<file path="src/rtl/fram_pkg.sv">
package fram_pkg;
  localparam logic [7:0] OPC_LATCH_SET = 8'h06;
  localparam logic [7:0] OPC_LATCH_CLR = 8'h04;
  localparam logic [7:0] OPC_STAT_RD   = 8'h05;
  localparam logic [7:0] OPC_STAT_WR   = 8'h01;
  localparam logic [7:0] OPC_MEM_RD    = 8'h03;
  localparam logic [7:0] OPC_MEM_WR    = 8'h02;
  localparam logic [7:0] OPC_ID_RD     = 8'h9F;

  localparam logic [7:0] ID_CONT_CODE  = 8'h7F;
  localparam logic [7:0] ID_TYPE_CODE  = 8'hC2;
  localparam int         ID_CONT_COUNT = 6;
  localparam int         ID_LEN        = 9;

  typedef enum logic [2:0] {
    PH_OPCODE,
    PH_ADDR,
    PH_RDATA,
    PH_WDATA,
    PH_STAT_RD,
    PH_STAT_WR,
    PH_ID,
    PH_SKIP
  } phase_e;
endpackage

</file>
<file path="src/rtl/fram_cmd_ctrl.sv">
module fram_cmd_ctrl
  import fram_pkg::*;
#(
  parameter int          ADDR_BYTES   = 2,
  parameter int          AW           = 8,
  parameter logic [7:0]  CAP_CODE     = 8'h21,
  parameter logic [7:0]  VARIANT_CODE = 8'h00
) (
  input  logic          clk,
  input  logic          rst,
  input  logic          cs_active,
  input  logic          cs_rise,
  input  logic          byte_done,
  input  logic [7:0]    rx_byte,
  input  logic [7:0]    rdata,
  input  logic          prot_hit,
  output logic [7:0]    tx_byte,
  output logic [AW-1:0] ptr,
  output logic          mem_we,
  output logic          wlatch,
  output logic [2:0]    prot_code,
  output logic          wr_seen
);
  localparam logic [1:0] LAST_ADDR = 2'(ADDR_BYTES - 1);
  localparam logic [3:0] ID_END    = 4'(ID_LEN);

  phase_e       phase;
  logic [1:0]   addr_cnt;
  logic [3:0]   id_idx;
  logic         rd_mode;
  logic         stat_lock;
  logic [AW+7:0] addr_cat;
  logic [7:0]   status_byte;
  logic [7:0]   id_byte;

  assign addr_cat    = {ptr, rx_byte};
  assign status_byte = {stat_lock, 2'b00, prot_code, wlatch, 1'b0};

  always_ff @(posedge clk) begin
    if (rst) begin
      phase     <= PH_OPCODE;
      addr_cnt  <= 2'd0;
      id_idx    <= 4'd0;
      rd_mode   <= 1'b0;
      ptr       <= '0;
      wlatch    <= 1'b0;
      prot_code <= 3'd0;
      stat_lock <= 1'b0;
      wr_seen   <= 1'b0;
    end else begin
      if (cs_rise && wr_seen) wlatch <= 1'b0;
      if (!cs_active) begin
        phase    <= PH_OPCODE;
        addr_cnt <= 2'd0;
        id_idx   <= 4'd0;
        wr_seen  <= 1'b0;
      end else if (byte_done) begin
        unique case (phase)
          PH_OPCODE: begin
            case (rx_byte)
              OPC_LATCH_SET: begin wlatch <= 1'b1; phase <= PH_SKIP; end
              OPC_LATCH_CLR: begin wlatch <= 1'b0; phase <= PH_SKIP; end
              OPC_STAT_RD:   phase <= PH_STAT_RD;
              OPC_STAT_WR:   begin phase <= PH_STAT_WR; wr_seen <= 1'b1; end
              OPC_MEM_RD:    begin phase <= PH_ADDR; rd_mode <= 1'b1; end
              OPC_MEM_WR:    begin phase <= PH_ADDR; rd_mode <= 1'b0; wr_seen <= 1'b1; end
              OPC_ID_RD:     phase <= PH_ID;
              default:       phase <= PH_SKIP;
            endcase
          end
          PH_ADDR: begin
            ptr      <= addr_cat[AW-1:0];
            addr_cnt <= addr_cnt + 2'd1;
            if (addr_cnt == LAST_ADDR) phase <= rd_mode ? PH_RDATA : PH_WDATA;
          end
          PH_RDATA, PH_WDATA: ptr <= ptr + 1'b1;
          PH_STAT_WR: begin
            if (wlatch) begin
              stat_lock <= rx_byte[7];
              prot_code <= rx_byte[4:2];
            end
            phase <= PH_SKIP;
          end
          PH_ID: if (id_idx != ID_END) id_idx <= id_idx + 4'd1;
          default: ;
        endcase
      end
    end
  end

  assign mem_we = cs_active && byte_done && (phase == PH_WDATA) && wlatch && !prot_hit;

  always_comb begin
    if (id_idx < 4'(ID_CONT_COUNT))          id_byte = ID_CONT_CODE;
    else if (id_idx == 4'(ID_CONT_COUNT))     id_byte = ID_TYPE_CODE;
    else if (id_idx == 4'(ID_CONT_COUNT + 1)) id_byte = CAP_CODE;
    else if (id_idx == 4'(ID_CONT_COUNT + 2)) id_byte = VARIANT_CODE;
    else                                      id_byte = 8'h00;
  end

  always_comb begin
    case (phase)
      PH_RDATA:   tx_byte = rdata;
      PH_STAT_RD: tx_byte = status_byte;
      PH_ID:      tx_byte = id_byte;
      default:    tx_byte = 8'h00;
    endcase
  end
endmodule

</file>
<file path="config.mk">
export PLATFORM = sky130hd
export DESIGN_NAME = fram_cmd_ctrl
export DESIGN_NICKNAME = d
export VERILOG_FILES = /design/src/rtl/fram_pkg.sv /design/src/rtl/fram_cmd_ctrl.sv
export SDC_FILE = /design/constraint.sdc
export NUM_CORES = 1
export LEC_CHECK = 0
export ABC_AREA = 1
export ABC_CLOCK_PERIOD_IN_PS = 1200
export CORE_ASPECT_RATIO = 0.7
export CORE_MARGIN = 2
export CORE_UTILIZATION = 41
export CTS_CLUSTER_DIAMETER = 100
export DETAILED_ROUTE_END_ITERATION = 7
export PLACE_DENSITY_LB_ADDON = 0.05
export RECOVER_POWER = 100
export SKIP_LAST_GASP = 1
export SLEW_MARGIN = 20
export SYNTH_ARGS = -nofsm -noshare
export SYNTH_HDL_FRONTEND = slang
export SYNTH_SLANG_ARGS = --single-unit
export TNS_END_PERCENT = 100
</file>
<file path="constraint.sdc">
create_clock -name clk -period 1.2 [get_ports clk]
set_input_delay 0.18 -clock clk [delete_from_list [all_inputs] [get_ports clk]]
set_output_delay 0.18 -clock clk [all_outputs]
set_load 0.03 [all_outputs]
</file>
### Yosys cells after proc, flatten, opt, wreduce, memory -nomap -nowiden

Index checks and enable logic that the tools add are counted.

| storage, ports and cells | value |
|---|---|
| bits in registers | 24 |
| latch bits | 0 |
| RAM bits | 0 |
| memory bits (read-only) | 0 |
| input bits | 22 |
| output and inout port bits | 22 |
| logic and storage cells | 68 |
| memories kept | 0 |

| operators by class | value |
|---|---|
| $add $sub $neg | 3 |
| multiply operators | 0 |
| div/mod/pow operators | 0 |
| $lt $le $gt $ge | 1 |
| equality and inequality tests | 18 |
| shift operators | 0 |
| multiplexer cells | 15 |
| bitwise gates (word level) | 1 |
| reduce and logical (&&, ||, !) cells | 21 |

Operators by type and width:

| kind | count |
|---|---|
| == test 8 x 3 -> 1 bit, second input constant | 3 |
| one-hot mux 8 bit (3 select lines) | 1 |
| == test 8 x 2 -> 1 bit, second input constant | 2 |
| 2-to-1 mux 8 bit | 2 |
| one-hot mux 8 bit (2 select lines) | 1 |
| one-hot mux 3 bit (4 select lines) | 1 |
| AND reduction 3 bit | 4 |
| == test 3 bit, second input constant | 3 |
| one-hot mux 3 bit (3 select lines) | 1 |
| adder 8 x 1 -> 8 bit, second input constant | 1 |
| == test 4 x 3 -> 1 bit, second input constant | 2 |
| == test 8 x 1 -> 1 bit, second input constant | 1 |
| == test 8 bit, second input constant | 1 |
| AND reduction 4 bit | 2 |
| OR reduction 2 bit | 4 |
| == test 3 x 2 -> 1 bit, second input constant | 2 |
| 2-to-1 mux 6 bit | 1 |
| logical AND 1 bit | 5 |
| 2-to-1 mux 1 bit | 5 |
| adder 4 x 1 -> 4 bit, second input constant | 1 |
| < comparator 4 x 3 -> 1 bit, second input constant | 1 |
| inequality test 4 bit, second input constant | 1 |
| one-hot mux 1 bit (2 select lines) | 2 |
| nonzero test 2 bit | 2 |
| other kinds (10) | 10 |

### Depth between registers and ports, before layout

Gate-level depths: netlist of run 1.

| depth | value |
|---|---|
| word-level depth | 6 |
| mapped depth | 10 |

### Worst setup path after synthesis of run 1

OpenSTA, ideal clock, no wires.

| timing | value |
|---|---|
| kind | register to output |
| start | register wlatch |
| end | output mem_we |
| arrival time | 1671 ps |
| data required time | 1020 ps |
| path slack | -651 ps |
| cell stages (with the launch flop) | 5 |
| buffers on the path | 0 |
| cells stage by stage | dfxtp_1 inv_1 nor2_1 inv_1 nor4_1 |

| between the ends | value |
|---|---|
| cells in the longest elaborated chain, start to end | 2 |

RTL lines:

| element | RTL line | text |
|---|---|---|
| start, declared | fram_cmd_ctrl.sv:20 | `output logic wlatch,` |
| start signal, assigned | fram_cmd_ctrl.sv:46 | `wlatch <= 1'b0;` |
| start signal, assigned | fram_cmd_ctrl.sv:51 | `if (cs_rise && wr_seen) wlatch <= 1'b0;` |
| start signal, assigned | fram_cmd_ctrl.sv:61 | `OPC_LATCH_SET: begin wlatch <= 1'b1; phase <= PH_SKIP; end` |
| logical AND 1 bit (2 in series) | fram_cmd_ctrl.sv:91 | `assign mem_we = cs_active && byte_done && (phase == PH_WDATA) && wlatch && !prot_hit;` |
| end, declared | fram_cmd_ctrl.sv:19 | `output logic mem_we,` |

No other way between the ends.

### Final worst setup path of run 1

| timing | value |
|---|---|
| start | register phase[0] |
| end | output tx_byte[1] |

| between the ends | value |
|---|---|
| cells in the longest elaborated chain, start to end | 2 |
| elaborated cells on any way between the ends | 4 |
| those cells by class | eq/ne: 3; mux: 1 |

RTL lines:

| element | RTL line | text |
|---|---|---|
| start, declared | fram_cmd_ctrl.sv:27 | `phase_e phase;` |
| start signal, assigned | fram_cmd_ctrl.sv:74 | `if (addr_cnt == LAST_ADDR) phase <= rd_mode ? PH_RDATA : PH_WDATA;` |
| == test 3 bit or == test 3 x 2 -> 1 bit (tied branches) | fram_cmd_ctrl.sv:102 | `case (phase)` |
| one-hot mux 8 bit (3 select lines) * | fram_cmd_ctrl.sv:102 |  |
| end, declared | fram_cmd_ctrl.sv:17 | `output logic [7:0] tx_byte,` |

Every way passes the cells marked *; elsewhere a longest branch is shown, timed or not.

==> metrics.md, run 1 <==
| Metric | Value |
|---|---|
| Yosys reg bits | `24` |
| Wire per inst | `around 13 µm` |
| Main combinational cell family by area after synthesis | `simple AND/OR/NAND/NOR gates` |
| Overall power | `about 0.0018 W` |
| Final min period | `~1.6 ns` |
| Die W | `just under 80 µm` |
| Antenna Violating Nets Remaining | `0` |
| Main area contributors after synthesis | `dfxtp_1 31%, nand2_1 15%, inv_1 9.3%, a21oi_1 8.1%, nor2_1 7.3%` |
| Worst setup slack after layout | `-0.359 ns` |
| Post-DP HPWL | `~3600 µm` |
| Antenna diodes | `0` |
| CP most frequent cell | `buf_4` |
| Clock transition at path regs | `approximately 0.090 ns` |
| Hold-fix buffers, CTS | `0` |
| Post-synth EDFFs | `0` |
| Critical Path Fanout Max | `8` |
| Share of layout cells above drive strength 1 | `44.9%` |
| Compound-Gate Fraction of Synth Area | `18.1%` |
| Post-synthesis simple-gate area fraction | `35.9%` |
| Final Skew | `just over 0.01 ns` |
| Adder-cell area share of the yosys netlist | `a little over 4%` |
| Final std cells w/o fill | `400` |
| Final instance area | `about 2800 µm²` |
| Hold Vio Cnt, Final | `0` |
| Iter 0 DRT Violations | `137` |
| Max-Cap Viols | `0` |
| CP endpoint kind | `output pin` |
| Min-Delay Path Class | `in2reg` |
| Pin count of the biggest net entering global routing | `14` |
| CTS tree | `built` |
| Final net count | `~380` |
| Fmax achieved | `approximately 640 MHz` |
| Placed Area | `~2400 µm²` |
| P per Cell Area | `about 660 nW/µm²` |
| Worst Path Arrival | `1.38 ns` |
| Post-synth top cells | `62 x nand2_1, 38 x inv_1, 30 x nor2_1` |
| Syn Std Cell Area | `between 1500 and 2000 µm²` |
| Mapped Cells | `~250` |
| Seq/Total Area, Yosys | `between 30% and 40%` |
| Clk buf depth | `2` |
| First-pass GRT wire length | `just under 9000 µm` |
| Critical path's largest stage delay | `0.38 ns` |
| Initial antenna violation count | `0` |
| TritonCTS Sinks | `24` |
| Final wirelength | `between 5000 and 6000 µm` |
| I/O pin count | `44` |
| RSZ-0062 raised after global routing | `true` |
| HP Start | `byte_done` |
| Critical Path RT | `between 1 and 1.5 ns` |
| CP startpoint | `phase[0]` |
| Most used flip-flop cell after synthesis | `dfxtp_1` |
| Async set-or-reset flop fraction in the synthesized netlist | `0%` |
| Core area | `approximately 3600 µm²` |
| Critical path cell sequence | `buf_4, nor2_4, nand2_1, o211ai_1, buf_4` |
| CP startpoint kind | `register` |
| Tightest Pin Transition | `between 0.2 and 0.3 ns` |
| Initial Utilization | `43.3%` |
| DIE AREA | `between 4000 and 5000 µm²` |
| Clock buffer count from CTS | `3` |
| 1st-pass router iterations | `5` |
| Leakage power | `1.28 nW` |
| Setup_tns | `-5.77 ns` |
| Post-synthesis mux area share | `0%` |
| DR vias | `slightly above 2000` |
| CP delay by family, top | `flip-flops` |
| Max transition margin | `between 80% and 90%` |
| Status | `finished with violations` |
| Final GP Congestion | `~0.87` |
| Syn Nets | `around 280` |
| H-tree Lvls | `1` |
| Area delta synth->final | `81.7%` |
| Vias in the first global route | `1866` |
| Global route overflow | `0` |
| Total GRT Usage | `approximately a quarter` |
| Max Slew Vio Count | `0` |
| Most frequent cell after synthesis | `nand2_1` |
| Share of the synthesized area in the top cell type | `31.2%` |
| Failing checks | `negative setup slack` |
| Buf/Inv on CP | `2` |
| Die Ht | `approximately 55 µm` |
| Final period util | `130%` |
| Num rows | `18` |
| Port bufs | `43` |
| Setup Viol. Count Final | `31` |
| Average cell area after synthesis | `6.19 µm²` |
| Crit Path Category | `reg2out` |
| Worst IR drop on VDD | `about 0.7 mV` |
| DR DRC count | `0` |
| Synth Warn # | `0` |
| Dpl ws | `-0.474 ns` |
| Placed cells | `383` |
| Clk_lat worst skew | `0.27 ns` |
| Xor and xnor fraction of the mapped netlist area | `0%` |
| Crit path max-delay cell type | `dfxtp_4` |
| Largest area contributor in the netlist | `dfxtp_1` |
| Via density | `5.04` |
| Distinct cell type count after synthesis | `29` |
| CTS root buffer | `clkbuf_8` |
report_power, final:
group / switching (W) / leakage, nW / internal (W)
logic: 0.000271 / 1.05 / 0.000261
clock network: 0.000260 / 0.0231 / 0.000229
registers: 0.0000249 / 0.201 / 0.000801
flip-flops by register name, indices dropped and copies added (netlist names), named ones only:
name	cells
wr_seen	1
phase	2
ptr	8
wlatch	1
rd_mode	1
prot_code	3
id_idx	4
stat_lock	1
addr_cnt	2
timing repair:
| item | 4_1_cts | 5_1_grt |
|---|---|---|
| pin swaps | 27 | 17 |
| gates cloned | 1 | 0 |
| resized for setup | 76 | 27 |
| endpoints found under the setup margin | 30 | 33 |
| buffers inserted | 8 | 4 |
routing by layer:
layer | share of wire [%] | GRT usage, %
met5 | 0 | 0
met4 | 0.50 | 3.83
met3 | 6.9 | 4.90
met1 | 47 | 36.6
met2 | 45 | 39.4
per-stage QoR:
step           utilization, %  hold WS [ns]
2_1_floorplan               -         0.249
3_3_place_gp             66.8         0.444
3_5_place_dp             66.8         0.456
4_1_cts                  75.9         0.470
5_1_grt                  78.7         0.416
6_report                 78.7         0.408
layout by cell type (no fill, tap or decap), types with 2 or more instances in the layout:
master	n
o21ai_1	9
inv_1	24
nand3_1	11
nand3_2	6
buf_6	13
inv_4	4
clkbuf_8	3
ha_2	2
clkdlybuf4s50_1	19
buf_4	53
nor2_1	24
a21oi_2	8
nand2_4	3
o21ai_0	5
dfxtp_2	2
nand2_1	55
a21oi_1	17
nor3_4	5
o21ai_2	4
dfxtp_1	14
inv_2	10
ha_1	2
nor2_4	6
clkbuf_2	11
nor3_2	3
dlymetal6s2s_1	2
nand2_2	5
nand4_1	3
dfxtp_4	8
final cells by class:
cell class	instances	area, µm²
Multi-Input combinational cell	183	1170
Timing Repair Buffer	100	840
Inverter	39	164
Fill cell	279	759
Sequential cell	24	513
Clock buffer	3	41.3
Clock inverter	1	3.75
Tap cell	50	62.6
kinds of logic after synthesis:
group	after synthesis
buf+inv	42
flops	24
compound gates	51
simple gates	127
fa+ha+maj	5
path summary, 6_finish.rpt:
check,to,slack (ns),depth (start not counted)
max reg2reg,ptr[7],-0.28,7
max,tx_byte[1],-0.36,5
min reg2reg,addr_cnt[1],0.47,2
min,addr_cnt[1],0.41,4
tightest hold or removal path: cells and delay by family:
kind                   cells  cell delay (ns)
buffers and inverters      2             0.30
AO/OA/AOI/OAI              1             0.07
AND/OR/NAND/NOR            1             0.10
Power figures use the tool's default switching activity.
==> run 2, diff against run 1 <==
--- a/config.mk
+++ b/config.mk
@@ -19,4 +19,4 @@
 export SYNTH_ARGS = -nofsm -noshare
 export SYNTH_HDL_FRONTEND = slang
 export SYNTH_SLANG_ARGS = --single-unit
-export TNS_END_PERCENT = 100
+export TNS_END_PERCENT = 20
==> run 2 against run 1 <==
Effect of this change: the run still ends with negative setup slack left; global-route usage fell by 3.0 points; highest routed layer unchanged; largest cell class unchanged; via count fell by 6.5%; clock skew fell by 0.0011 ns.
==> metrics.md, run 2 (same netlist as run 1, synthesis figures left out) <==
| Metric | Value |
|---|---|
| Status | `finished with violations (unchanged)` |
| Failing checks | `negative setup slack (unchanged)` |
| DR vias | `1884 (was 2014)` |
| Die Ht | `55.3 µm (unchanged)` |
| H-tree Lvls | `1 (unchanged)` |
| Flop pwr share | `46.9% (was 44.7%)` |
| Worst IR drop on VDD | `0.554 mV (was 0.719 mV)` |
| Critical Path RT | `1.02 ns (about the same)` |
| Worst Path Arrival | `1.35 ns (was 1.38 ns)` |
| Final wirelength | `4500 µm (was 5230 µm)` |
| Switching Share | `28.7% (was 30.1%)` |
| Die W | `77.3 µm (unchanged)` |
| Hold Vio Cnt, Final | `0 (unchanged)` |
| Clk_lat worst skew | `0.27 ns (about the same)` |
| FF+latch area | `502 µm² (was 513 µm²)` |
| Iter 0 DRT Violations | `99 (was 137)` |
| TritonCTS Sinks | `24 (unchanged)` |
| Fmax achieved | `653 MHz (was 642 MHz)` |
| DR DRC count | `0 (unchanged)` |
| Share of layout cells above drive strength 1 | `32.6% (was 44.9%)` |
| Min-Delay Path Class | `in2reg (unchanged)` |
| Final min period | `1.53 ns (was 1.56 ns)` |
| Crit Path Category | `reg2out (unchanged)` |
| Setup Viol. Count Final | `33 (was 31)` |
| CTS tree | `built (unchanged)` |
| First-pass GRT wire length | `7620 µm (was 8650 µm)` |
| Pin count of the biggest net entering global routing | `14 (unchanged)` |
| Clock transition at path regs | `0.09 ns (about the same)` |
| Total GRT Usage | `22.1% (was 25.1%)` |
| RSZ-0062 raised after global routing | `true (unchanged)` |
| Max Slew Vio Count | `0 (unchanged)` |
| P_sw | `0.000509 W (was 0.000557 W)` |
| CP startpoint kind | `register (unchanged)` |
| Dpl ws | `-0.483 ns (was -0.474 ns)` |
| Core area | `3560 µm² (unchanged)` |
| Antenna Violating Nets Remaining | `0 (unchanged)` |
| Port bufs | `43 (unchanged)` |
| Num rows | `18 (unchanged)` |
| Max FFs per register | `8 (unchanged)` |
| Final Skew | `0.00917 ns (was 0.0103 ns)` |
| Clk buf depth | `2 (unchanged)` |
| Int Pwr | `0.00126 W (was 0.00129 W)` |
| DIE AREA | `4270 µm² (unchanged)` |
| Reg with most FFs | `ptr (unchanged)` |
| Worst setup slack after layout | `-0.331 ns (was -0.359 ns)` |
| Final std cells w/o fill | `394 (was 400)` |
| Most frequent cells in the layout | `59 x nand2_1, 56 x buf_4, 29 x inv_1, 26 x nor2_1, 24 x a21oi_1 (was 55 x nand2_1, 53 x buf_4, 24 x inv_1, 24 x nor2_1, 19 x clkdlybuf4s50_1)` |
| CTS root buffer | `clkbuf_8 (unchanged)` |
| Initial Utilization | `43.3% (unchanged)` |
| I/O pin count | `44 (unchanged)` |
| Initial antenna violation count | `0 (unchanged)` |
| Max-Cap Viols | `0 (unchanged)` |
| Via density | `4.78 (was 5.04)` |
| Final instance area | `2530 µm² (was 2800 µm²)` |
| Leakage power | `1.21 nW (was 1.28 nW)` |
| Final net count | `372 (was 378)` |
| Tightest Pin Transition | `0.312 ns (was 0.297 ns)` |
| Biggest regs | `ptr: 8 flops, id_idx: 4 flops, prot_code: 3 flops (unchanged)` |
| Post-DP HPWL | `3660 µm (was 3620 µm)` |
| Vias in the first global route | `1704 (was 1866)` |
| CP endpoint kind | `output pin (unchanged)` |
| Max transition margin | `79.2% (was 80.1%)` |
| Combinational share of power | `25.3% (was 28.8%)` |
| Final period util | `128% (was 130%)` |
| Multi-input gate area | `1000 µm² (was 1170 µm²)` |
| Clock buffer count from CTS | `3 (unchanged)` |
| Wire per inst | `11.4 µm (was 13.1 µm)` |
| Placed cells | `382 (was 383)` |
| Fill count | `334 (was 279)` |
| Final core utilization | `71.0% (was 78.7%)` |
| Final GP Congestion | `0.865 (was 0.873)` |
| 1st-pass router iterations | `4 (was 5)` |
| Global route overflow | `0 (unchanged)` |
| Area delta synth->final | `64.1% (was 81.7%)` |
| Clock share of power | `27.8% (was 26.5%)` |
| Overall power | `0.00177 W (was 0.00185 W)` |
| P per Cell Area | `701 nW/µm² (was 660 nW/µm²)` |
| Critical Path Fanout Max | `8 (unchanged)` |
| Commonest non-fill, non-tap cell in the layout | `nand2_1 (unchanged)` |
| Placed Area | `2350 µm² (was 2380 µm²)` |
| Antenna diodes | `0 (unchanged)` |
## run 2: cell types whose count changed in the layout (fill, tap and decap cells not counted), sizes merged
cell / delta
buf: -4
clkbuf: -2
## run 2: metal layers
layer / wire length (µm) / vias to the layer above / track usage [%]
met5: 0 / - / 0
met4: 23 / 0 / 4.08
met3: 212 / 2 / 4.90
met2: 1800 / 35 / 32.3
met1: 2470 / 843 / 33.4
li1: - / 1004 / -
## run 2: power by group through the flow
stage	sequential [W]	clock (W)	combinational, W
after floorplan	0.000867	0	0.000171
after global placement	0.000853	0	0.000419
after detailed placement	0.000852	0	0.000421
after CTS	0.000831	0.000511	0.000437
after global routing	0.000835	0.000552	0.000489
final	0.000831	0.000492	0.000448
## run 2: worst paths after layout
kind,startpoint,to,slack [ns],cells past startpoint
hold reg to reg,addr_cnt[1],addr_cnt[1],0.46,2
setup reg to reg,phase[1],prot_code[0],-0.24,8
setup / recovery,phase[0],tx_byte[1],-0.33,5
hold / removal,cs_active,phase[1],0.39,5
## run 2: final cells by class
cell class              count  share of cell area, %
repair buffers             94                   30.2
multi-input cells         183                   39.6
well taps                  50                   2.48
clock inverters             1                  0.149
inverters                  39                   6.09
flip-flops and latches     24                   19.9
clock buffers               3                   1.63
## run 2: timing repair
action	4_1_cts	5_1_grt
setup buffers	4	4
resized for setup	20	14
endpoints found under the hold margin	0	0
endpoints found under the setup margin	25	33
gates cloned	0	0
hold buffers	0	0
pin swaps	4	8
## run 2: stage by stage
stage,hold slack [ns],setup TNS [ns]
after floorplan,0.249,-0.203
after global placement,0.446,-7.16
after detailed placement,0.449,-7.85
after CTS,0.463,-5.34
after global routing,0.435,-9.08
final,0.389,-5.29
## run 2: critical path, stage by stage (launching register included)
cell	delay, ns
dfxtp_4	0.38
buf_6	0.12
nor2_4	0.22
nand2_1	0.08
o211ai_1	0.08
buf_4	0.19
==> run 3, diff against run 2 <==
--- a/config.mk
+++ b/config.mk
@@ -7,7 +7,7 @@
 export LEC_CHECK = 0
 export ABC_AREA = 1
 export ABC_CLOCK_PERIOD_IN_PS = 1200
-export CORE_ASPECT_RATIO = 0.7
+export CORE_ASPECT_RATIO = 1.2
 export CORE_MARGIN = 2
 export CORE_UTILIZATION = 41
 export CTS_CLUSTER_DIAMETER = 100
==> run 3 against run 2 <==
Effect of this change: the flow still finishes with violations (negative setup slack); largest power group unchanged; final area grew 1.2%; sequential power is essentially flat; first-iteration DRC count shrank 26%; count of clock-buffer cells in the layout grew 1; wire length grew 3.7%; hold slack gained 0.071 ns; register-to-register slack gained 0.07 ns.
==> metrics.md, run 3 (same netlist as run 1, synthesis figures left out) <==
| Metric | Value |
|---|---|
| Status | `finished with violations (unchanged)` |
| Failing checks | `negative setup slack (unchanged)` |
| Final core utilization | `71.0% (about the same)` |
| FF+latch area | `502 µm² (unchanged)` |
| Wire per inst | `12.1 µm (was 11.4 µm)` |
| Reg2Reg Setup Slack | `-0.17 ns (was -0.24 ns)` |
| Total GRT Usage | `23.8% (was 22.1%)` |
| Worst reg2reg path startpoint | `phase[1] (unchanged)` |
| Final GP Congestion | `0.817 (was 0.865)` |
| P per Cell Area | `702 nW/µm² (was 701 nW/µm²)` |
| Min-Delay Path Class | `reg2reg (was in2reg)` |
| Worst IR drop on VDD | `0.410 mV (was 0.554 mV)` |
| Fmax achieved | `655 MHz (was 653 MHz)` |
| DR vias | `1922 (was 1884)` |
| Num rows | `24 (was 18)` |
| Critical Path Fanout Max | `3 (was 8)` |
| Hold Vio Cnt, Final | `0 (unchanged)` |
| TritonCTS Sinks | `24 (unchanged)` |
| Antenna diodes | `0 (unchanged)` |
| Clk buf depth | `2 (unchanged)` |
| Cells on worst reg2reg path | `9 (was 8)` |
| Global route overflow | `0 (unchanged)` |
| Final net count | `375 (was 372)` |
| Max transition margin | `81.5% (was 79.2%)` |
| Pin count of the biggest net entering global routing | `14 (unchanged)` |
| Max Slew Vio Count | `0 (unchanged)` |
| Critical Path RT | `1.02 ns (about the same)` |
| Clock transition at path regs | `0.09 ns (about the same)` |
| DR DRC count | `0 (unchanged)` |
| Crit Path Category | `reg2out (unchanged)` |
| CP startpoint | `id_idx[0] (was phase[0])` |
| Setup Viol. Count Final | `33 (unchanged)` |
| Reg with most FFs | `ptr (unchanged)` |
| Multi-input gate area | `1020 µm² (was 1000 µm²)` |
| DIE AREA | `4260 µm² (was 4270 µm²)` |
| Area delta synth->final | `66.1% (was 64.1%)` |
| H-tree Lvls | `1 (unchanged)` |
| Tightest Pin Transition | `0.276 ns (was 0.312 ns)` |
| Initial antenna violation count | `0 (unchanged)` |
| Vias in the first global route | `1795 (was 1704)` |
| Max FFs per register | `8 (unchanged)` |
| Fill count | `314 (was 334)` |
| Port bufs | `43 (unchanged)` |
| Share of layout cells above drive strength 1 | `34.9% (was 32.6%)` |
| I/O pin count | `44 (unchanged)` |
| HP Start | `addr_cnt[1] (was cs_active)` |
| Final instance area | `2560 µm² (was 2530 µm²)` |
| Final Skew | `0.00768 ns (was 0.00917 ns)` |
| Core area | `3600 µm² (was 3560 µm²)` |
| Dpl ws | `-0.437 ns (was -0.483 ns)` |
| Setup_tns | `-5.15 ns (was -5.29 ns)` |
| Final wirelength | `4670 µm (was 4500 µm)` |
| Final min period | `1.53 ns (about the same)` |
| Final period util | `127% (was 128%)` |
| CTS tree | `built (unchanged)` |
| Clk_lat worst skew | `0.27 ns (about the same)` |
| Hold path depth | `2 (was 5)` |
| Biggest regs | `ptr: 8 flops, id_idx: 4 flops, prot_code: 3 flops (unchanged)` |
| CP endpoint kind | `output pin (unchanged)` |
| First-pass GRT wire length | `7910 µm (was 7620 µm)` |
| RSZ-0062 raised after global routing | `true (unchanged)` |
| Placed Area | `2380 µm² (was 2350 µm²)` |
| Max-Cap Viols | `0 (unchanged)` |
| Post-DP HPWL | `3580 µm (was 3660 µm)` |
| Die W | `60.0 µm (was 77.3 µm)` |
| Worst setup slack after layout | `-0.327 ns (was -0.331 ns)` |
| Initial Utilization | `42.7% (was 43.3%)` |
| Clock buffer count from CTS | `3 (unchanged)` |
| Antenna Violating Nets Remaining | `0 (unchanged)` |
| 1st-pass router iterations | `4 (unchanged)` |
| Most frequent cells in the layout | `59 x nand2_1, 59 x buf_4, 28 x inv_1, 26 x nor2_1, 24 x a21oi_1 (was 59 x nand2_1, 56 x buf_4, 29 x inv_1, 26 x nor2_1, 24 x a21oi_1)` |
| CP startpoint kind | `register (unchanged)` |
| Iter 0 DRT Violations | `73 (was 99)` |
| Worst Path Arrival | `1.35 ns (about the same)` |
| Via density | `4.98 (was 4.78)` |
| Die Ht | `71.1 µm (was 55.3 µm)` |
| Leakage power | `1.23 nW (was 1.21 nW)` |
| CTS root buffer | `clkbuf_8 (unchanged)` |
## run 3: through the flow
step	hold slack [ns]	total power, W	std cells
after floorplan	0.249	0.00104	249
after global placement	0.450	0.00128	375
after detailed placement	0.453	0.00128	375
after CTS	0.467	0.00181	386
after global routing	0.508	0.00190	386
final	0.460	0.00180	386
## run 3: routing by layer
layer	routed length [µm]	vias up	global-route usage (%)	share of wire, %
met3	122	4	2.19	2.6
met4	38	0	5.93	0.81
met1	1950	865	27.5	42
li1	-	1012	-	-
met5	0	-	0	0
met2	2560	41	45.0	55
## run 3: what timing repair did
action,in CTS,in global routing
hold buffers,0,0
buffers inserted,7,0
resized for setup,20,13
pin swaps,6,4
cloned,0,0
setup endpoints to repair,24,33
hold endpoints to repair,0,0
## run 3: power breakdown
group | switching [W] | leakage, nW | total (W) | internal, W
sequential | 0.0000241 | 0.199 | 0.000829 | 0.000805
combinational | 0.000224 | 1.00 | 0.000459 | 0.000236
clock | 0.000270 | 0.0228 | 0.000508 | 0.000238
## run 3: layout make-up
cell class,instances,area share [%]
Clock buffer,4,1.76
Inverter,39,5.82
Timing Repair Buffer,97,31.2
Sequential cell,24,19.6
Tap cell,39,1.91
Multi-Input combinational cell,183,39.7
## run 3: path summary, 6_finish.rpt
kind / end
max: tx_byte[1]
min: addr_cnt[1]
max reg2reg: phase[0]
min reg2reg: addr_cnt[1]
## run 3: critical path: stages, from the launching register on
cell and delay [ns]:
dfxtp_2 0.37, inv_2 0.06, ha_4 0.15, inv_2 0.06, nor2_2 0.04, a21oi_2 0.13
o211ai_1 0.10, buf_4 0.18
